$ cat src/rtl/i2cs_pkg.sv
package i2cs_pkg;

   localparam int BYTE_W = 8;

   localparam logic [7:0] GC_ADDR_BYTE = 8'h00;
   localparam logic [7:0] GC_CMD_RESET = 8'h06;
   localparam logic [7:0] GC_CMD_LATCH = 8'h04;
   localparam logic [7:0] GC_CMD_BAD   = 8'h00;

   typedef enum logic [2:0] {
      ST_IDLE,
      ST_DEV,
      ST_REG,
      ST_WR,
      ST_RD,
      ST_GC,
      ST_DONE
   } bus_state_t;

endpackage

$ cat src/rtl/i2cs_line_sync.sv
module i2cs_line_sync #(
   parameter int   STAGES  = 2,
   parameter logic RST_VAL = 1'b1
) (
   input  logic clk,
   input  logic rst_n,
   input  logic din,
   output logic lvl,
   output logic rise,
   output logic fall
);

   if (STAGES < 2) begin : g_bad_stages
      $error("i2cs_line_sync: STAGES must be at least 2");
   end

   logic [STAGES-1:0] pipe;
   logic              last;

   always_ff @(posedge clk or negedge rst_n) begin
      if (!rst_n) begin
         pipe <= {STAGES{RST_VAL}};
         last <= RST_VAL;
      end else begin
         pipe <= {pipe[STAGES-2:0], din};
         last <= pipe[STAGES-1];
      end
   end

   assign lvl  = pipe[STAGES-1];
   assign rise = lvl & ~last;
   assign fall = ~lvl & last;

endmodule

$ cat src/rtl/i2cs_strap_latch.sv
module i2cs_strap_latch #(
   parameter int W = 2
) (
   input  logic         clk,
   input  logic         rst_n,
   input  logic [W-1:0] strap_i,
   input  logic         relatch,
   output logic [W-1:0] strap_q
);

   if (W < 1) begin : g_bad_w
      $error("i2cs_strap_latch: W must be positive");
   end

   logic armed;

   always_ff @(posedge clk or negedge rst_n) begin
      if (!rst_n) begin
         strap_q <= '0;
         armed   <= 1'b1;
      end else if (armed || relatch) begin
         strap_q <= strap_i;
         armed   <= 1'b0;
      end
   end

   // strap value only moves on the first cycle after reset or on a re-sample command
   p_strap_keep_r10: assert property (@(posedge clk) disable iff (!rst_n)
      (!armed && !relatch) |=> $stable(strap_q));

endmodule

$ cat src/rtl/i2cs_reg_ptr.sv
module i2cs_reg_ptr #(
   parameter int                      AW          = 8,
   parameter int                      NUM_FIXED   = 1,
   parameter logic [NUM_FIXED*AW-1:0] FIXED_ADDRS = '0
) (
   input  logic          clk,
   input  logic          rst_n,
   input  logic          clear,
   input  logic          load,
   input  logic [AW-1:0] load_val,
   input  logic          step,
   output logic [AW-1:0] ptr_o
);

   if (NUM_FIXED < 1) begin : g_bad_num
      $error("i2cs_reg_ptr: NUM_FIXED must be at least 1");
   end

   logic [AW-1:0]        ptr_q;
   logic [NUM_FIXED-1:0] hit;
   logic                 is_fixed;

   for (genvar g = 0; g < NUM_FIXED; g++) begin : g_fix
      assign hit[g] = (ptr_q == FIXED_ADDRS[g*AW +: AW]);
   end

   assign is_fixed = |hit;

   always_ff @(posedge clk or negedge rst_n) begin
      if (!rst_n) begin
         ptr_q <= '0;
      end else if (clear) begin
         ptr_q <= '0;
      end else if (load) begin
         ptr_q <= load_val;
      end else if (step && !is_fixed) begin
         ptr_q <= ptr_q + AW'(1);
      end
   end

   assign ptr_o = ptr_q;

   p_step_inc_r5: assert property (@(posedge clk) disable iff (!rst_n)
      (step && !load && !clear && !is_fixed) |=> (ptr_o == $past(ptr_o) + AW'(1)));

   p_fixed_hold_r6: assert property (@(posedge clk) disable iff (!rst_n)
      (step && !load && !clear && is_fixed) |=> (ptr_o == $past(ptr_o)));

   p_clear_zero_r8: assert property (@(posedge clk) disable iff (!rst_n)
      clear |=> (ptr_o == '0));

endmodule

$ cat src/rtl/i2c_regport_slave.sv
module i2c_regport_slave
   import i2cs_pkg::*;
#(
   parameter int                      SYNC_STAGES = 2,
   parameter int                      AW          = 8,
   parameter int                      STRAP_W     = 2,
   parameter logic [6:0]              DEV_BASE    = 7'h42,
   parameter int                      NUM_FIXED   = 1,
   parameter logic [NUM_FIXED*AW-1:0] FIXED_ADDRS = 8'h10
) (
   input  logic               clk,
   input  logic               rst_n,
   input  logic               scl_i,
   input  logic               sda_i,
   output logic               sda_pull_o,
   input  logic [STRAP_W-1:0] strap_i,
   output logic [AW-1:0]      reg_addr_o,
   output logic               reg_wr_o,
   output logic [7:0]         reg_wdata_o,
   output logic               reg_rd_o,
   input  logic [7:0]         reg_rdata_i,
   output logic               soft_rst_o
);

   localparam int              CNT_W    = $clog2(BYTE_W + 1);
   localparam logic [CNT_W-1:0] LAST_BIT = CNT_W'(BYTE_W);

   if (AW < 1 || AW > 8) begin : g_bad_aw
      $error("i2c_regport_slave: AW must be 1..8");
   end
   if (STRAP_W < 1 || STRAP_W > 6) begin : g_bad_strap
      $error("i2c_regport_slave: STRAP_W must be 1..6");
   end
   if (int'(DEV_BASE) + (2 ** STRAP_W) - 1 > 127) begin : g_bad_base
      $error("i2c_regport_slave: DEV_BASE plus strap range overflows 7 bits");
   end

   // bus line conditioning
   logic scl_lvl, scl_rise, scl_fall;
   logic sda_lvl, sda_rise, sda_fall;

   i2cs_line_sync #(.STAGES(SYNC_STAGES), .RST_VAL(1'b1)) u_scl_sync (
      .clk (clk), .rst_n (rst_n), .din (scl_i),
      .lvl (scl_lvl), .rise (scl_rise), .fall (scl_fall)
   );

   i2cs_line_sync #(.STAGES(SYNC_STAGES), .RST_VAL(1'b1)) u_sda_sync (
      .clk (clk), .rst_n (rst_n), .din (sda_i),
      .lvl (sda_lvl), .rise (sda_rise), .fall (sda_fall)
   );

   // device address
   logic [STRAP_W-1:0] strap_q;
   logic [6:0]         dev7;
   logic               gc_latch;

   i2cs_strap_latch #(.W(STRAP_W)) u_strap (
      .clk (clk), .rst_n (rst_n), .strap_i (strap_i),
      .relatch (gc_latch), .strap_q (strap_q)
   );

   assign dev7 = DEV_BASE + 7'(strap_q);

   // byte engine state
   bus_state_t       state;
   logic [CNT_W-1:0] bitcnt;
   logic             in_ack;
   logic             m_ack;
   logic             pull_q;
   logic [7:0]       rx_q;
   logic [7:0]       tx_q;
   logic [2:0]       tx_idx;
   logic             soft_q;

   logic start_c, stop_c, bus_ev;
   logic byte_end, ack_end;
   logic dev_match, gc_sel;
   logic wr_fire, rd_fire, ptr_load, gc_hit, gc_reset;
   logic [AW-1:0] ptr;

   always_comb begin
      start_c   = sda_fall & scl_lvl & ~scl_rise;
      stop_c    = sda_rise & scl_lvl & ~scl_rise;
      bus_ev    = start_c | stop_c;
      byte_end  = scl_fall & ~in_ack & (bitcnt == LAST_BIT) & ~bus_ev;
      ack_end   = scl_fall & in_ack & ~bus_ev;
      dev_match = (rx_q[7:1] == dev7);
      gc_sel    = (rx_q == GC_ADDR_BYTE);
      wr_fire   = byte_end & (state == ST_WR);
      rd_fire   = ack_end & (state == ST_RD) & m_ack;
      ptr_load  = byte_end & (state == ST_REG);
      gc_hit    = byte_end & (state == ST_GC);
      gc_reset  = gc_hit & (rx_q == GC_CMD_RESET);
      gc_latch  = gc_hit & ((rx_q == GC_CMD_RESET) | (rx_q == GC_CMD_LATCH));
      tx_idx    = 3'(BYTE_W - 1) - bitcnt[2:0];
   end

   always_ff @(posedge clk or negedge rst_n) begin
      if (!rst_n) begin
         state  <= ST_IDLE;
         bitcnt <= '0;
         in_ack <= 1'b0;
         m_ack  <= 1'b0;
         pull_q <= 1'b0;
         rx_q   <= '0;
         tx_q   <= '0;
      end else if (start_c) begin
         state  <= ST_DEV;
         bitcnt <= '0;
         in_ack <= 1'b0;
         pull_q <= 1'b0;
      end else if (stop_c) begin
         state  <= ST_IDLE;
         bitcnt <= '0;
         in_ack <= 1'b0;
         pull_q <= 1'b0;
      end else if (state == ST_RD) begin
         if (scl_rise) begin
            if (in_ack) m_ack  <= ~sda_lvl;
            else        bitcnt <= bitcnt + CNT_W'(1);
         end
         if (ack_end) begin
            in_ack <= 1'b0;
            bitcnt <= '0;
            if (m_ack) begin
               tx_q   <= reg_rdata_i;
               pull_q <= ~reg_rdata_i[BYTE_W-1];
            end else begin
               state  <= ST_IDLE;
               pull_q <= 1'b0;
            end
         end else if (scl_fall && !in_ack) begin
            if (bitcnt == LAST_BIT) begin
               pull_q <= 1'b0;
               in_ack <= 1'b1;
            end else begin
               pull_q <= ~tx_q[tx_idx];
            end
         end
      end else if (state != ST_IDLE) begin
         if (scl_rise && !in_ack) begin
            rx_q   <= {rx_q[6:0], sda_lvl};
            bitcnt <= bitcnt + CNT_W'(1);
         end
         if (ack_end) begin
            in_ack <= 1'b0;
            pull_q <= 1'b0;
            bitcnt <= '0;
            if (state == ST_DONE) state <= ST_IDLE;
         end else if (byte_end) begin
            case (state)
               ST_DEV: begin
                  if (dev_match) begin
                     pull_q <= 1'b1;
                     in_ack <= 1'b1;
                     m_ack  <= 1'b1;
                     state  <= rx_q[0] ? ST_RD : ST_REG;
                  end else if (gc_sel) begin
                     pull_q <= 1'b1;
                     in_ack <= 1'b1;
                     state  <= ST_GC;
                  end else begin
                     state  <= ST_IDLE;
                  end
               end
               ST_REG: begin
                  pull_q <= 1'b1;
                  in_ack <= 1'b1;
                  state  <= ST_WR;
               end
               ST_WR: begin
                  pull_q <= 1'b1;
                  in_ack <= 1'b1;
               end
               ST_GC: begin
                  if (rx_q == GC_CMD_BAD) begin
                     state <= ST_IDLE;
                  end else begin
                     pull_q <= 1'b1;
                     in_ack <= 1'b1;
                     state  <= ST_DONE;
                  end
               end
               default: state <= ST_IDLE;
            endcase
         end
      end
   end

   always_ff @(posedge clk or negedge rst_n) begin
      if (!rst_n) soft_q <= 1'b0;
      else        soft_q <= gc_reset;
   end

   i2cs_reg_ptr #(
      .AW (AW), .NUM_FIXED (NUM_FIXED), .FIXED_ADDRS (FIXED_ADDRS)
   ) u_ptr (
      .clk (clk), .rst_n (rst_n),
      .clear (gc_reset), .load (ptr_load), .load_val (rx_q[AW-1:0]),
      .step (wr_fire | rd_fire), .ptr_o (ptr)
   );

   assign sda_pull_o  = pull_q;
   assign reg_addr_o  = ptr;
   assign reg_wr_o    = wr_fire;
   assign reg_wdata_o = rx_q;
   assign reg_rd_o    = rd_fire;
   assign soft_rst_o  = soft_q;

   p_idle_release_r1: assert property (@(posedge clk) disable iff (!rst_n)
      (state == ST_IDLE) |-> !sda_pull_o);

   p_mismatch_nack_r3: assert property (@(posedge clk) disable iff (!rst_n)
      (byte_end && state == ST_DEV && !dev_match && !gc_sel) |=> !sda_pull_o);

   p_write_acked_r4: assert property (@(posedge clk) disable iff (!rst_n)
      reg_wr_o |=> sda_pull_o);

   p_strobe_excl_r7: assert property (@(posedge clk) disable iff (!rst_n)
      !(reg_wr_o && reg_rd_o));

   p_soft_pulse_r8: assert property (@(posedge clk) disable iff (!rst_n)
      soft_rst_o |=> !soft_rst_o);

   p_scl_low_drive_r12: assert property (@(posedge clk) disable iff (!rst_n)
      $changed(sda_pull_o) |-> !scl_lvl);

endmodule

$ cat config.mk
export PLATFORM = sky130hd
export DESIGN_NAME = i2c_regport_slave
export DESIGN_NICKNAME = d
export VERILOG_FILES = /design/src/rtl/i2cs_pkg.sv /design/src/rtl/i2cs_line_sync.sv /design/src/rtl/i2cs_strap_latch.sv /design/src/rtl/i2cs_reg_ptr.sv /design/src/rtl/i2c_regport_slave.sv
export SDC_FILE = /design/constraint.sdc
export NUM_CORES = 1
export LEC_CHECK = 0
export BUFFER_PORTS_ARGS = -buffer_cell sky130_fd_sc_hd__buf_2
export CORE_ASPECT_RATIO = 1.4
export CORE_UTILIZATION = 57
export CTS_CLUSTER_DIAMETER = 30
export CTS_CLUSTER_SIZE = 30
export DETAILED_ROUTE_END_ITERATION = 8
export PLACE_DENSITY = 0.81
export SLEW_MARGIN = 20
export SYNTH_ARGS = -nofsm -noshare
export SYNTH_HDL_FRONTEND = slang
export SYNTH_HIERARCHICAL = 1
export SYNTH_SLANG_ARGS = --single-unit
$ cat constraint.sdc
create_clock -name clk -period 3.4 [get_ports clk]
set_input_delay 0 -clock clk [delete_from_list [all_inputs] [get_ports clk]]
set_output_delay 0 -clock clk [all_outputs]
set_load 0.01 [all_outputs]
==> Yosys cells after proc, flatten, opt, wreduce, memory -nomap -nowiden <==
Cells that the tools add are included.
{ "word_totals": {"out_inout_bits": 20, "wordCells": 161, "inputBits": 14, "register_bits": 44} }
{ "classes": {"eq_ne": 25, "n_addsub": 4, "n_mux": 56, "bitwise": 35, "n_reduce_logical": 25, "n_lt_le_gt_ge": 1} }
{ "ops": {"columns": ["cell", "n"], "rows": [
  ["$mux 3", 13],
  ["$mux 4", 9],
  ["$mux 1", 28],
  ["$ne 5x5->1 const B", 5],
  ["$mux 8", 3],
  ["$and 1x1->1", 20],
  ["$eq 8x3->1 const B", 2],
  ["$not 1->1", 12],
  ["$pmux 3 s4", 1],
  ["$reduce_and 6->1", 2],
  ["$reduce_and 5->1", 2],
  ["$reduce_bool 5->1", 2],
  ["$eq 3x3->1 const B", 3],
  ["$reduce_and 9->1", 1],
  ["$add 8x1->8 const B", 1],
  ["$eq 8x5->1 const B", 1],
  ["$logic_not 8->1", 1],
  ["$ne 4x4->1 const B", 2],
  ["$reduce_bool 2->1", 4],
  ["$add 7x2->7 const A", 1],
  ["$eq 7x7->1", 1],
  ["$ne 7x7->1 const B", 1],
  ["$reduce_and 7->1", 1],
  ["$reduce_bool 7->1", 1],
  ["21 further kinds", 29]
]} }

==> Logic depth before layout (Yosys ltp) <==
Gate-level depths: netlist of run 1.
{ "logic_depth": {"word_depth": 14, "mapped_depth": 11} }

==> Hierarchy <==
Netlist of run 1, hierarchy kept.
{ "by_module_without_submodules": {"columns": ["mod", "seq_area_each_um2", "cells_each", "instances", "area_per_inst_um2"], "rows": [
  ["i2c_regport_slave", 675.6, 162, 1, 1717.9],
  ["i2cs_reg_ptr", 200.2, 59, 1, 535.5],
  ["i2cs_line_sync", 78.8, 5, 2, 93.8],
  ["i2cs_strap_latch", 76.3, 7, 1, 108.9]
]} }

==> Least setup slack after synthesis of run 1 <==
Ideal clock, no wire load.
{ "synth_timing": {"path_kind": "register -> register", "start": "register u_scl_sync.pipe[1]", "end": "register u_ptr.ptr_q[6] (netlist: u_ptr/ptr_o[6])", "slack_ns": 0.879, "n_path_buf": 0, "setup_ns": 0.099, "t_arrival_ns": 2.422, "stages_incl_launch_ff": 9, "path_cell_list": "dfstp_2 nor2b_1 nor2b_1 o21ai_2 nand2_1 o21ai_0 nand2_1 or3_1 a311oi_1"} }
{ "synth_via": {"elab_chain_cells": 11} }
{ "synth_rtl": {"columns": ["element", "line", "source"], "rows": [
  ["start: declaration", "i2cs_line_sync.sv:17", "logic [STAGES-1:0] pipe;"],
  ["start signal: assignment", "i2cs_line_sync.sv:22", "pipe <= {STAGES{RST_VAL}};"],
  ["start signal: assignment", "i2cs_line_sync.sv:25", "pipe <= {pipe[STAGES-2:0], din};"],
  ["$and 1x1->1 *", "i2cs_line_sync.sv:31", "assign rise = lvl & ~last;"],
  ["named net scl_rise", "i2c_regport_slave.sv:39", "logic scl_lvl, scl_rise, scl_fall;"],
  ["$not 1->1 *", "i2c_regport_slave.sv:82, i2c_regport_slave.sv:83", null],
  ["$and 1x1->1 (on tied branches)", "i2c_regport_slave.sv:82, i2c_regport_slave.sv:83", null],
  ["$or 1x1->1 *", "i2c_regport_slave.sv:84", "bus_ev = start_c | stop_c;"],
  ["$not 1->1 *", "i2c_regport_slave.sv:85, i2c_regport_slave.sv:86", null],
  ["$and 1x1->1", "i2c_regport_slave.sv:86", "ack_end = scl_fall & in_ack & ~bus_ev;"],
  ["$and 1x1->1 (2 in a row)", "i2c_regport_slave.sv:90", "rd_fire = ack_end & (state == ST_RD) & m_ack;"],
  ["$or 1x1->1", "i2c_regport_slave.sv:200", ".step (wr_fire | rd_fire), .ptr_o (ptr)"],
  ["$logic_and 1x1->1", "i2cs_reg_ptr.sv:36", "end else if (step && !is_fixed) begin"],
  ["$reduce_bool 3->1 (no line)", null, null],
  ["end signal: assignment", "i2cs_reg_ptr.sv:35", "ptr_q <= load_val;"],
  ["end signal: assignment", "i2cs_reg_ptr.sv:37", "ptr_q <= ptr_q + AW'(1);"],
  ["end: declaration", "i2cs_reg_ptr.sv:19", "logic [AW-1:0] ptr_q;"]
]} }
Mark *: on every way through the listed nets, which the timed path passes. The rest lies on a longest branch.
A chain may end at the register's enable or synchronous reset.

==> Worst setup path after layout of run 1 <==
{ "layout_timing": {"start": "register u_scl_sync.pipe[1]", "end": "register u_ptr.ptr_q[5] (netlist: u_ptr/ptr_o[5])"} }
Same word-level chain as after synthesis.

==> implementation parameters, run 1 <==
Parameter                              Value

Critical path
  Kind of launch point of the worst setup path ... register
  Worst setup path class ... reg2reg
  Slack of the worst reg-to-reg path ... 0.70 ns
  Signal arrival time at the worst endpoint ... 2.91 ns
  Cell seen most often among critical-path stages ... nor2b_1
  Maximum fanout along the worst path ... 10
  Element type at the critical path end ... register
  WP data required ... 3.61 ns
  Series of cell instances along the critical path ... nor2b_1, nor2b_1, o21ai_2, nand4_4, o21ai_0, buf_4, nand3_1, or3_1, a311oi_1
  Worst-path cell with the longest stage delay ... dfstp_2
  Maximum cell stage delay along the critical path ... 0.59 ns

CTS
  Clock net sink count ... 44
  Cts bufs inserted ... 5
  Insertion delay of the later-clocked pin in the worst-skew pair ... 0.30 ns
  Clock transition time at the flip-flop clock pins of the worst setup and hold paths ... 0.08 ns
  Number of buffers inserted to repair setup after CTS ... 0
  Clk Tree Root Cell ... clkbuf_8
  Clock tree from TritonCTS ... built
  Post_cts resized ... 0
  Worst-case clock buffer depth ... 2
  H-tree levels ... 2

Place
  Dpl cells ... 327
  Placed wire-length estimate ... 3.91 mm
  Count of input and output buffers ... 33
  Setup WS pre-CTS ... 0.752 ns
  Final Wtd Congestion ... 0.840
  Post-Place Cell Area ... 0.00276 mm²

Route
  Wire length per cell ... 16.8 µm
  DRC violation total after the first TritonRoute iteration ... 82
  Detailed Routing Iterations Pass 1 ... 4
  Remaining antenna violation count ... 0
  DRC Markers ... 0
  Vias per std cell ... 5.98
  Number of vias in the routed layout ... 2081
  Final WL ... 5.83 mm

STA
  Post-layout min period ... 2.70 ns
  Final Hold Vio Count ... 0
  Endpoints failing setup ... 0
  Crit share post-route ... 0.795
  Worst clock skew ... 0.00393 ns
  WHS ... 0.339 ns
  Number of pins with negative max-slew slack in the final report ... 0
  Final setup margin ... 0.697 ns
  RSZ-0062 raised after global routing ... no
  Headroom to the max-slew limit ... 0.371
  Achievable frequency ... 370 MHz
  Post-route setup TNS ... 0 ns
  Slew @ Worst Pin ... 0.944 ns

Layout
  Post-route cell area ... 0.00299 mm²
  Count of antenna diodes in the layout ... 0
  Utilization after layout ... 0.699
  Ratio of cells with drive above 1 in the final layout ... 0.323
  Final Instance Count excl. Fillers ... 348
  Syn-to-layout area delta ... 17.2%
  Nets ... 305

Flow run
  Max-cap violations ... 0

Yosys
  Synth Warn # ... 6
  Post-synthesis cell count ... 238
  Post-synthesis register bit count ... 44
  Net count after synthesis ... 256
  Avg Inst Size Synth ... 10.7 µm²
  Part of the Yosys area used for sequential elements ... 0.435
  EDFF count, synth ... 0
  Fraction of synthesis flops using an asynchronous set or reset pin ... 1.00
  Netlist area before placement ... 0.00255 mm²
  Commonest register cell after synthesis ... dfrtp_1
  Count of cell types in the netlist ... 68

Global route
  Antenna violations before repair ... 0
  Via count of the first global-routing pass ... 1964
  Remaining Overflow, GRT ... 0
  Maximum number of pins on one net before global-route repair ... 45
  Wire length of the first global-routing pass ... 9.65 mm
  Total global routing track utilization ... 0.272

Die
  Die H ... 81.1 µm
  Floorplan die area ... 0.00475 mm²
  Row cnt ... 28
  Die X-Extent ... 58.5 µm
  Core region area ... 0.00427 mm²
  Starting Density ... 0.597
  Io pins ... 34

Pwr
  Power per unit of standard cell area ... 528 mW/mm²
  Leakage ... 1.33 nW
  Maximum vdd ir drop ... 0.000498 V
  Total chip power ... 1.58 mW

Status
  Status ... completed

Worst hold path
  Path category of the worst min-delay check ... in2reg
[cell usage after synthesis, types with 3 or more instances]
cell / instances / share of area
dfrtp_1: 37 / 0.36
nor2_1: 20 / 0.029
mux2_2: 17 / 0.075
nand2_1: 12 / 0.018
inv_1: 11 / 0.016
nand3_1: 10 / 0.020
a21oi_1: 9 / 0.018
o21ai_0: 8 / 0.016
dfstp_2: 7 / 0.072
nand4_1: 5 / 0.012
nor2b_1: 5 / 0.012
nor3_1: 5 / 0.0098
ha_1: 4 / 0.020
or3_1: 4 / 0.0098
a211oi_1: 3 / 0.0088
a311oi_1: 3 / 0.010
a31oi_1: 3 / 0.0074
and2b_2: 3 / 0.010
mux2i_1: 3 / 0.012
nand2b_1: 3 / 0.0074
nor4b_1: 3 / 0.010
o21ai_1: 3 / 0.0059
[what timing repair did]
action / CTS / global route
setup endpoints to repair: 0 / 0
hold endpoints to repair: 49 / 0
hold buffers: 13 / 0
[critical path, delay by kind of cell (launching register included)]
kind                   cells  cell delay, ns
and+or+nand+nor            5            1.23
buffers and inverters      1            0.18
AOI/OAI and AO/OA          3            0.61
DFF                        1            0.59
[metal layers]
layer | vias to the layer above | track usage | share of wire
met5 | - | 0 | 0
met4 | 0 | 0.112 | 0.031
met3 | 17 | 0.0478 | 0.039
met2 | 66 | 0.466 | 0.52
met1 | 1016 | 0.337 | 0.41
li1 | 982 | - | -
[cell type report]
cell class              count  area, µm²
multi-input cells         176       1350
fillers                   333       1290
flip-flops and latches     44       1110
repair buffers             48        310
clock buffers               6       82.6
well taps                  60       75.1
inverters                  12       45.0
clock inverters             2       15.0
[state kept, by name (all words and copies together), names as in the netlist]
name and flops:
bitcnt 4, in_ack 1, m_ack 1, reg_wdata_o 8
sda_pull_o 1, soft_rst_o 1, state 3, tx_q 8
u_ptr/ptr_o 8, u_scl_sync/last 1, u_scl_sync/pipe 2, u_sda_sync/last 1
u_sda_sync/pipe 2, u_strap/armed 1, u_strap/strap_q 2
[cell families (layout without fill, tap and decap cells)]
group,Yosys count,in the layout,synth area share
XOR/XNOR,4,4,0.0137
other,1,1,0.00147
buffers and inverters,18,68,0.0353
adder cells (fa/ha/maj),4,4,0.0196
AO/OA/AOI/OAI,51,51,0.152
AND/OR/NAND/NOR,94,94,0.238
flip-flops,44,44,0.435
multiplexers,22,22,0.105
[report_power, final]
part / switching, mW / internal, mW
Sequential: 0.142 / 0.599
Combinational: 0.252 / 0.237
Clock: 0.184 / 0.164
[cell usage in the layout, fill, tap and decap left out, types with 3 or more instances in the layout]
cell type	count
o21ai_0	8
nand3_1	10
and2b_2	3
buf_2	33
nor3_1	5
a211oi_1	3
mux2_2	17
dlygate4sd3_1	13
mux2i_1	3
nand2b_1	3
nor2_1	20
a31oi_1	3
nor4b_1	3
a311oi_1	3
clkbuf_8	6
o21ai_1	3
ha_1	4
nand4_1	5
nor2b_1	5
or3_1	4
a21oi_1	9
dfrtp_1	37
inv_1	11
dfstp_2	7
nand2_1	12
[worst paths after layout]
kind	from	to	cells after the start
max in group asynchronous	rst_n	u_ptr/ptr_o[5]$_DFFE_PN0P_	2
min reg2reg	u_sda_sync/pipe[0]$_DFF_PN1_	u_sda_sync/pipe[1]$_DFF_PN1_	0
max	u_scl_sync/pipe[1]$_DFF_PN1_	u_ptr/ptr_o[5]$_DFFE_PN0P_	9
min in group asynchronous	rst_n	bitcnt[2]$_DFFE_PN0P_	2
max reg2reg	u_scl_sync/pipe[1]$_DFF_PN1_	u_ptr/ptr_o[5]$_DFFE_PN0P_	9
min	scl_i	u_scl_sync/pipe[0]$_DFF_PN1_	2
No activity file was read; power rests on OpenSTA's default activity.
==> run 2: changes to the inputs <==
--- a/config.mk
+++ b/config.mk
@@ -5,13 +5,14 @@
 export SDC_FILE = /design/constraint.sdc
 export NUM_CORES = 1
 export LEC_CHECK = 0
+export ABC_AREA = 1
 export BUFFER_PORTS_ARGS = -buffer_cell sky130_fd_sc_hd__buf_2
 export CORE_ASPECT_RATIO = 1.4
-export CORE_UTILIZATION = 57
+export CORE_UTILIZATION = 52
 export CTS_CLUSTER_DIAMETER = 30
 export CTS_CLUSTER_SIZE = 30
 export DETAILED_ROUTE_END_ITERATION = 8
-export PLACE_DENSITY = 0.81
+export PLACE_DENSITY = 0.77
 export SLEW_MARGIN = 20
 export SYNTH_ARGS = -nofsm -noshare
 export SYNTH_HDL_FRONTEND = slang
==> constraint.sdc (replaced) <==
create_clock -name clk -period 2.3 [get_ports clk]
set_input_delay 0 -clock clk [delete_from_list [all_inputs] [get_ports clk]]
set_output_delay 0 -clock clk [all_outputs]
set_load 0.01 [all_outputs]
==> run 2 against run 1 <==
Net effect: maximum frequency grew 27%; combinational power grew 59%; area after synthesis grew 8.0%; sequential cell count is the same.
==> implementation parameters, run 2 <==
Parameter                              Value

Status
  Status ... completed

Pwr
  Leakage ... 1.68 nW (+26%)
  Maximum vdd ir drop ... 0.000511 V (+2.7%)
  Power per unit of standard cell area ... 721 mW/mm² (+36%)
  Total chip power ... 2.38 mW (+51%)

Yosys
  Net count after synthesis ... 403 (+57%)
  Netlist area before placement ... 0.00276 mm² (+8.0%)
  Count of cell types in the netlist ... 35 (-49%)
  Library cell with the largest summed area after synthesis ... dfrtp_1
  Commonest cells in the synthesized netlist ... 120 x nand2_1, 45 x inv_1, 41 x nand3_1
  Fraction of synthesis flops using an asynchronous set or reset pin ... 1.00 (unchanged)
  Part of the Yosys area used for sequential elements ... 0.403 (-0.0324)
  Cell types with the largest area share after synthesis ... dfrtp_1 34%, nand2_1 16%, nand3_1 7.4%, dfstp_2 6.7%, inv_1 6.1%
  Commonest register cell after synthesis ... dfrtp_1
  Most instantiated library cell after synthesis ... nand2_1
  EDFF count, synth ... 0 (unchanged)
  Avg Inst Size Synth ... 7.16 µm² (-33%)
  Share of Yosys cell area claimed by the top area cell type ... 0.336 (-0.0270)
  Post-synthesis register bit count ... 44 (unchanged)
  Post-synthesis cell count ... 385 (+62%)
  Synth Warn # ... 6 (unchanged)

Critical path
  Maximum cell stage delay along the critical path ... 0.54 ns (-0.05 ns)
  R2R cell count ... 11 (+2)
  Signal arrival time at the worst endpoint ... 2.32 ns (-0.59 ns)
  Series of cell instances along the critical path ... inv_1, nor2_1, inv_1, nor2_1, nand4_1, nor2_1, inv_2, nor3_1, nor2_2, nand2_1, nand2_1
  Critical path buffers and inverters ... 3 (+2)
  Element type at the critical path end ... register
  Cell seen most often among critical-path stages ... nor2_1
  Slack of the worst reg-to-reg path ... 0.18 ns (-0.52 ns)
  Kind of launch point of the worst setup path ... register
  Maximum fanout along the worst path ... 5 (-5)
  Crit-path leading delay family ... simple AND/OR/NAND/NOR gates
  WP data required ... 2.50 ns (-1.11 ns)
  Endpoint of the most critical register-to-register path ... u_strap/strap_q[0]$_DFFE_PN0P_
  Worst setup path class ... reg2reg
  Worst R2R Start ... u_scl_sync/last$_DFF_PN1_
  Worst-path cell with the longest stage delay ... dfstp_2

CTS
  Clk Tree Root Cell ... clkbuf_8
  H-tree levels ... 2 (unchanged)
  Clock tree from TritonCTS ... built
  Insertion delay of the later-clocked pin in the worst-skew pair ... 0.30 ns (about the same)
  Clock transition time at the flip-flop clock pins of the worst setup and hold paths ... 0.09 ns (about the same)
  Worst-case clock buffer depth ... 2 (unchanged)
  Cts bufs inserted ... 5 (unchanged)
  Clock net sink count ... 44 (unchanged)

STA
  Post-layout min period ... 2.12 ns (-0.580 ns)
  Post-route setup TNS ... 0 ns (unchanged)
  Final Hold Vio Count ... 0 (unchanged)
  Headroom to the max-slew limit ... 0.342 (-0.0289)
  Crit share post-route ... 0.923 (+0.128)
  WHS ... 0.328 ns (-0.0104 ns)
  Number of pins with negative max-slew slack in the final report ... 0 (unchanged)
  Endpoints failing setup ... 0 (unchanged)
  Worst clock skew ... 0.00465 ns (+0.000712 ns)
  RSZ-0062 raised after global routing ... no
  Slew @ Worst Pin ... 0.980 ns (+0.0368 ns)
  Achievable frequency ... 471 MHz (+27%)

Layout
  Commonest non-fill, non-tap cells in the layout ... 120 x nand2_1, 43 x inv_1, 41 x nand3_1, 38 x nor2_1, 37 x dfrtp_1
  Most common cell after layout, fill and taps aside ... nand2_1
  Syn-to-layout area delta ... 20.1%
  Ratio of cells with drive above 1 in the final layout ... 0.223 (-0.0994)
  Fill count ... 460 (+38%)
  Count of antenna diodes in the layout ... 0 (unchanged)
  Nets ... 460 (+51%)

Place
  Count of input and output buffers ... 33 (unchanged)
  Placed wire-length estimate ... 4.78 mm (+22%)
  Final Wtd Congestion ... 0.877 (+4.4%)

Route
  DRC Markers ... 0 (unchanged)
  Vias per std cell ... 5.18 (-13%)
  Final WL ... 6.40 mm (+9.8%)
  Number of vias in the routed layout ... 2635 (+27%)
  Wire length per cell ... 12.6 µm (-25%)
  Remaining antenna violation count ... 0 (unchanged)
  Detailed Routing Iterations Pass 1 ... 4 (unchanged)
  DRC violation total after the first TritonRoute iteration ... 139 (+70%)

Global route
  Wire length of the first global-routing pass ... 11.0 mm (+14%)
  Antenna violations before repair ... 0 (unchanged)
  Remaining Overflow, GRT ... 0 (unchanged)
  Total global routing track utilization ... 0.256 (-0.0155)
  Via count of the first global-routing pass ... 2617 (+33%)
  Maximum number of pins on one net before global-route repair ... 45 (unchanged)

Die
  Core region area ... 0.00512 mm² (+20%)
  Die X-Extent ... 63.5 µm (+8.5%)
  Io pins ... 34 (unchanged)
  Floorplan die area ... 0.00560 mm² (+18%)
  Row cnt ... 31 (+11%)
  Die H ... 88.1 µm (+8.6%)
  Starting Density ... 0.538 (-0.0585)

Worst hold path
  Path category of the worst min-delay check ... in2reg
  Number of stages on the worst hold path ... 2 (unchanged)
  Critical hold path startpoint ... scl_i
  Worst-case hold path end point ... u_scl_sync/pipe[0]$_DFF_PN1_

Flow run
  Max-cap violations ... 0 (unchanged)
run 2: cells by family (layout without fill, tap and decap cells):
family,Yosys count,after routing,synth area share
other,1,1,0.00136
AO/OA/AOI/OAI,39,39,0.0799
adder cells (fa/ha/maj),4,4,0.0182
flip-flops,44,44,0.403
AND/OR/NAND/NOR,235,235,0.399
XOR/XNOR,2,2,0.00636
multiplexers,1,1,0.00363
buffers and inverters,59,117,0.0886
run 2: timing repair:
| action | CTS | global route |
|---|---|---|
| buffers inserted | 0 | 1 |
| resized for setup | 1 | 6 |
| endpoints found under the setup margin | 7 | 8 |
| hold buffers | 13 | 0 |
| hold endpoints to repair | 49 | 0 |
| pin swaps | 0 | 1 |
run 2: how the worst max path moves through the flow:
stage / startpoint / to / slack [ns] / cells after the start
final: u_scl_sync/last$_DFF_PN1_ / u_strap/strap_q[0]$_DFFE_PN0P_ / 0.18 / 11
after global routing: u_scl_sync/last$_DFF_PN1_ / u_ptr/ptr_o[2]$_DFFE_PN0P_ / 0.009 / 12
after floorplan: u_scl_sync/pipe[1]$_DFF_PN1_ / u_ptr/ptr_o[2]$_DFFE_PN0P_ / 0.08 / 13
after CTS: u_scl_sync/last$_DFF_PN1_ / u_ptr/ptr_o[4]$_DFFE_PN0P_ / 0.06 / 12
after global placement: u_scl_sync/last$_DFF_PN1_ / u_ptr/ptr_o[0]$_DFFE_PN0P_ / 0.05 / 11
after detailed placement: u_scl_sync/last$_DFF_PN1_ / u_ptr/ptr_o[0]$_DFFE_PN0P_ / -0.02 / 11
run 2: final cells by class:
class | count | area [µm²] | share of cell area
clock inverters | 3 | 47.5 | 0.0144
clock buffers | 5 | 68.8 | 0.0208
repair buffers | 54 | 355 | 0.107
inverters | 55 | 209 | 0.0632
multi-input cells | 282 | 1440 | 0.434
flip-flops and latches | 44 | 1110 | 0.335
well taps | 66 | 82.6 | 0.0250
run 2: metrics by stage:
stage	std cells	instance area [µm²]	worst slack (ns)	utilization
floorplan	385	2770	0.0812	-
global placement	487	3040	0.0531	0.593
detailed placement	487	3040	-0.0243	0.593
CTS	508	3290	0.0558	0.642
global route	509	3310	0.00930	0.646
finish	509	3310	0.178	0.646
run 2: power breakdown:
group          internal, mW  total [mW]  switching (mW)
Sequential            0.875       0.994           0.119
Combinational         0.277       0.776           0.498
Clock                 0.327       0.614           0.286
run 2: layer usage:
metal | global-route usage | vias to the layer above | wire, µm | part of all wire
met5 | 0 | - | 0 | 0
met2 | 0.502 | 72 | 3590 | 0.56
met3 | 0.0417 | 26 | 199 | 0.031
li1 | - | 1331 | - | -
met4 | 0.157 | 0 | 259 | 0.040
met1 | 0.246 | 1206 | 2360 | 0.37
==> run 3: changes to the inputs <==
--- a/config.mk
+++ b/config.mk
@@ -8,11 +8,11 @@
 export ABC_AREA = 1
 export BUFFER_PORTS_ARGS = -buffer_cell sky130_fd_sc_hd__buf_2
 export CORE_ASPECT_RATIO = 1.4
-export CORE_UTILIZATION = 52
+export CORE_UTILIZATION = 40
 export CTS_CLUSTER_DIAMETER = 30
-export CTS_CLUSTER_SIZE = 30
+export CTS_CLUSTER_SIZE = 14
 export DETAILED_ROUTE_END_ITERATION = 8
-export PLACE_DENSITY = 0.77
+export PLACE_DENSITY = 0.63
 export SLEW_MARGIN = 20
 export SYNTH_ARGS = -nofsm -noshare
 export SYNTH_HDL_FRONTEND = slang
==> run 3 against run 2 <==
Net effect: critical path depth increased by 1; via count decreased by 0.46%; register-to-register slack improved by 0.03 ns; die area increased by 29%.
==> implementation parameters, run 3 (same netlist as run 2, synthesis figures left out) <==
Parameter                              Value

Route
  Remaining antenna violation count ... 0 (unchanged)
  DRC violation total after the first TritonRoute iteration ... 136 (-2.2%)
  Final WL ... 6.63 mm (+3.5%)
  Number of vias in the routed layout ... 2623 (-0.46%)
  Detailed Routing Iterations Pass 1 ... 4 (unchanged)
  DRC Markers ... 0 (unchanged)
  Vias per std cell ... 4.89 (-5.5%)
  Wire length per cell ... 12.4 µm (-1.7%)

Pwr
  Switching share of power ... 0.392 (+0.0133)
  Clock network fraction of design power ... 0.226 (-0.031)
  Seq pwr share ... 0.433 (+0.016)
  Total chip power ... 2.30 mW (-3.5%)
  Power per unit of standard cell area ... 692 mW/mm² (-3.9%)
  Net Switching ... 0.903 mW (about the same)
  Leakage ... 1.67 nW (-0.74%)
  Maximum vdd ir drop ... 0.000467 V (-8.7%)
  Internal power ... 1.40 mW (-5.5%)
  Power share of the combinational group ... 0.340 (+0.015)

Layout
  Post-route cell area ... 0.00332 mm² (+0.45%)
  Commonest non-fill, non-tap cells in the layout ... 120 x nand2_1, 44 x inv_1, 41 x nand3_1, 38 x nor2_1, 37 x dfrtp_1
  Nets ... 461 (+0.22%)
  Ratio of cells with drive above 1 in the final layout ... 0.221 (-0.00276)
  Syn-to-layout area delta ... 20.6%
  Most common cell after layout, fill and taps aside ... nand2_1
  Fill count ... 668 (+45%)
  Count of antenna diodes in the layout ... 0 (unchanged)
  Final Instance Count excl. Fillers ... 536 (+5.3%)

STA
  Crit share post-route ... 0.910 (-0.0129)
  RSZ-0062 raised after global routing ... no
  Final setup margin ... 0.207 ns (+0.0296 ns)
  Slew @ Worst Pin ... 0.971 ns (-0.00942 ns)
  Final Hold Vio Count ... 0 (unchanged)
  Worst clock skew ... 0.00765 ns (+0.00301 ns)
  Number of pins with negative max-slew slack in the final report ... 0 (unchanged)
  Endpoints failing setup ... 0 (unchanged)
  Headroom to the max-slew limit ... 0.348 (+0.00632)
  Post-layout min period ... 2.09 ns (-0.0296 ns)
  Achievable frequency ... 478 MHz (+1.4%)
  Post-route setup TNS ... 0 ns (unchanged)

Critical path
  Series of cell instances along the critical path ... inv_1, nor2_1, nand3_4, nand2_2, nor2_1, inv_1, nor2_2, buf_4, nor2_4, nand2_1, nand2_1, o21ai_1
  Maximum fanout along the worst path ... 9 (+4)
  Critical path buffers and inverters ... 3 (unchanged)
  Crit-path leading delay family ... simple AND/OR/NAND/NOR gates
  Worst-path cell with the longest stage delay ... dfstp_2
  Maximum cell stage delay along the critical path ... 0.57 ns (+0.03 ns)
  Signal arrival time at the worst endpoint ... 2.28 ns (-0.04 ns)
  Worst setup path class ... reg2reg
  WP data required ... 2.49 ns (about the same)
  Kind of launch point of the worst setup path ... register
  Element type at the critical path end ... register

Worst hold path
  Path category of the worst min-delay check ... in2async

CTS
  H-tree levels ... 2 (unchanged)
  Cts bufs inserted ... 5 (unchanged)
  Clk Tree Root Cell ... clkbuf_8
  Clock transition time at the flip-flop clock pins of the worst setup and hold paths ... 0.09 ns (about the same)
  Insertion delay of the later-clocked pin in the worst-skew pair ... 0.30 ns (about the same)
  Clock net sink count ... 44 (unchanged)
  Number of buffers inserted to repair setup after CTS ... 0 (unchanged)
  Worst-case clock buffer depth ... 2 (unchanged)
  Clock tree from TritonCTS ... built

Die
  Core region area ... 0.00661 mm² (+29%)
  Floorplan die area ... 0.00723 mm² (+29%)
  Die X-Extent ... 72.1 µm (+14%)
  Die H ... 100 µm (+14%)
  Row cnt ... 35 (+13%)
  Starting Density ... 0.417 (-0.121)
  Io pins ... 34 (unchanged)

Place
  Final Wtd Congestion ... 0.883 (+0.75%)
  Count of input and output buffers ... 33 (unchanged)
  Post-Place Cell Area ... 0.00309 mm² (+1.6%)
  Placed wire-length estimate ... 5.11 mm (+6.8%)
  Setup WS pre-CTS ... 0.119 ns (+0.143 ns)
  Dpl cells ... 515 (+5.7%)

Global route
  Wire length of the first global-routing pass ... 11.4 mm (+4.3%)
  Antenna violations before repair ... 0 (unchanged)
  Total global routing track utilization ... 0.206 (-0.0501)
  Maximum number of pins on one net before global-route repair ... 45 (unchanged)
  Remaining Overflow, GRT ... 0 (unchanged)
  Via count of the first global-routing pass ... 2588 (-1.1%)

Status
  Status ... completed

Flow run
  Max-cap violations ... 0 (unchanged)
## run 3: changes by cell type in the layout (fill, tap and decap cells not counted), sizes merged
cell      before  now
buf           41   42
bufinv         1    0
clkbuf         5    6
clkinv         3    1
clkinvlp       0    2
## run 3: final cells by class
type | instances | area [µm²] | share of cell area
Multi-Input combinational cell | 282 | 1430 | 0.429
Inverter | 55 | 209 | 0.0629
Timing Repair Buffer | 55 | 365 | 0.110
Sequential cell | 44 | 1110 | 0.334
Clock buffer | 6 | 82.6 | 0.0248
Tap cell | 92 | 115 | 0.0346
Clock inverter | 2 | 15.0 | 0.00452
## run 3: layer usage
layer	track usage	part of all wire
met1	0.212	0.39
met2	0.405	0.56
met3	0.0331	0.030
met4	0.0784	0.028
met5	0	0
## run 3: what timing repair did
action	4_1_cts	5_1_grt
setup endpoints to repair	0	8
hold buffers	13	0
hold endpoints to repair	49	0
resized for setup	0	4
## run 3: stage by stage
stage / hold slack (ns) / util
2_1_floorplan: -0.296 / -
3_3_place_gp: 0.105 / 0.467
3_5_place_dp: 0.106 / 0.467
4_1_cts: 0.323 / 0.501
5_1_grt: 0.263 / 0.503
6_report: 0.223 / 0.503
## run 3: worst paths after layout
check | from | end | slack, ns | cells after the start
min in group clk | scl_i | u_scl_sync/pipe[0]$_DFF_PN1_ | 0.33 | 2
worst max-delay path | u_sda_sync/pipe[1]$_DFF_PN1_ | u_ptr/ptr_o[2]$_DFFE_PN0P_ | 0.21 | 12
max in group asynchronous | rst_n | u_sda_sync/last$_DFF_PN1_ | 1.70 | 2
worst min register to register | u_sda_sync/pipe[0]$_DFF_PN1_ | u_sda_sync/pipe[1]$_DFF_PN1_ | 0.37 | 0
worst max register to register | u_sda_sync/pipe[1]$_DFF_PN1_ | u_ptr/ptr_o[2]$_DFFE_PN0P_ | 0.21 | 12
worst min-delay path | rst_n | u_ptr/ptr_o[1]$_DFFE_PN0P_ | 0.22 | 2
## run 3: power by group through the flow
stage | sequential (mW) | clock, mW | combinational [mW]
after floorplan | 1.00 | 0 | 0.536
after global routing | 1.01 | 0.570 | 0.903
final | 0.997 | 0.521 | 0.783
after global placement | 1.01 | 0 | 0.765
after detailed placement | 1.01 | 0 | 0.773
after CTS | 0.998 | 0.539 | 0.792
## run 3: worst reg2reg max path, cell delays in order (launching register included)
cell and delay, ns:
dfstp_2 0.57, inv_1 0.04, nor2_1 0.21, nand3_4 0.10, nand2_2 0.11, nor2_1 0.07
inv_1 0.19, nor2_2 0.07, buf_4 0.16, nor2_4 0.21, nand2_1 0.08, nand2_1 0.10
o21ai_1 0.07
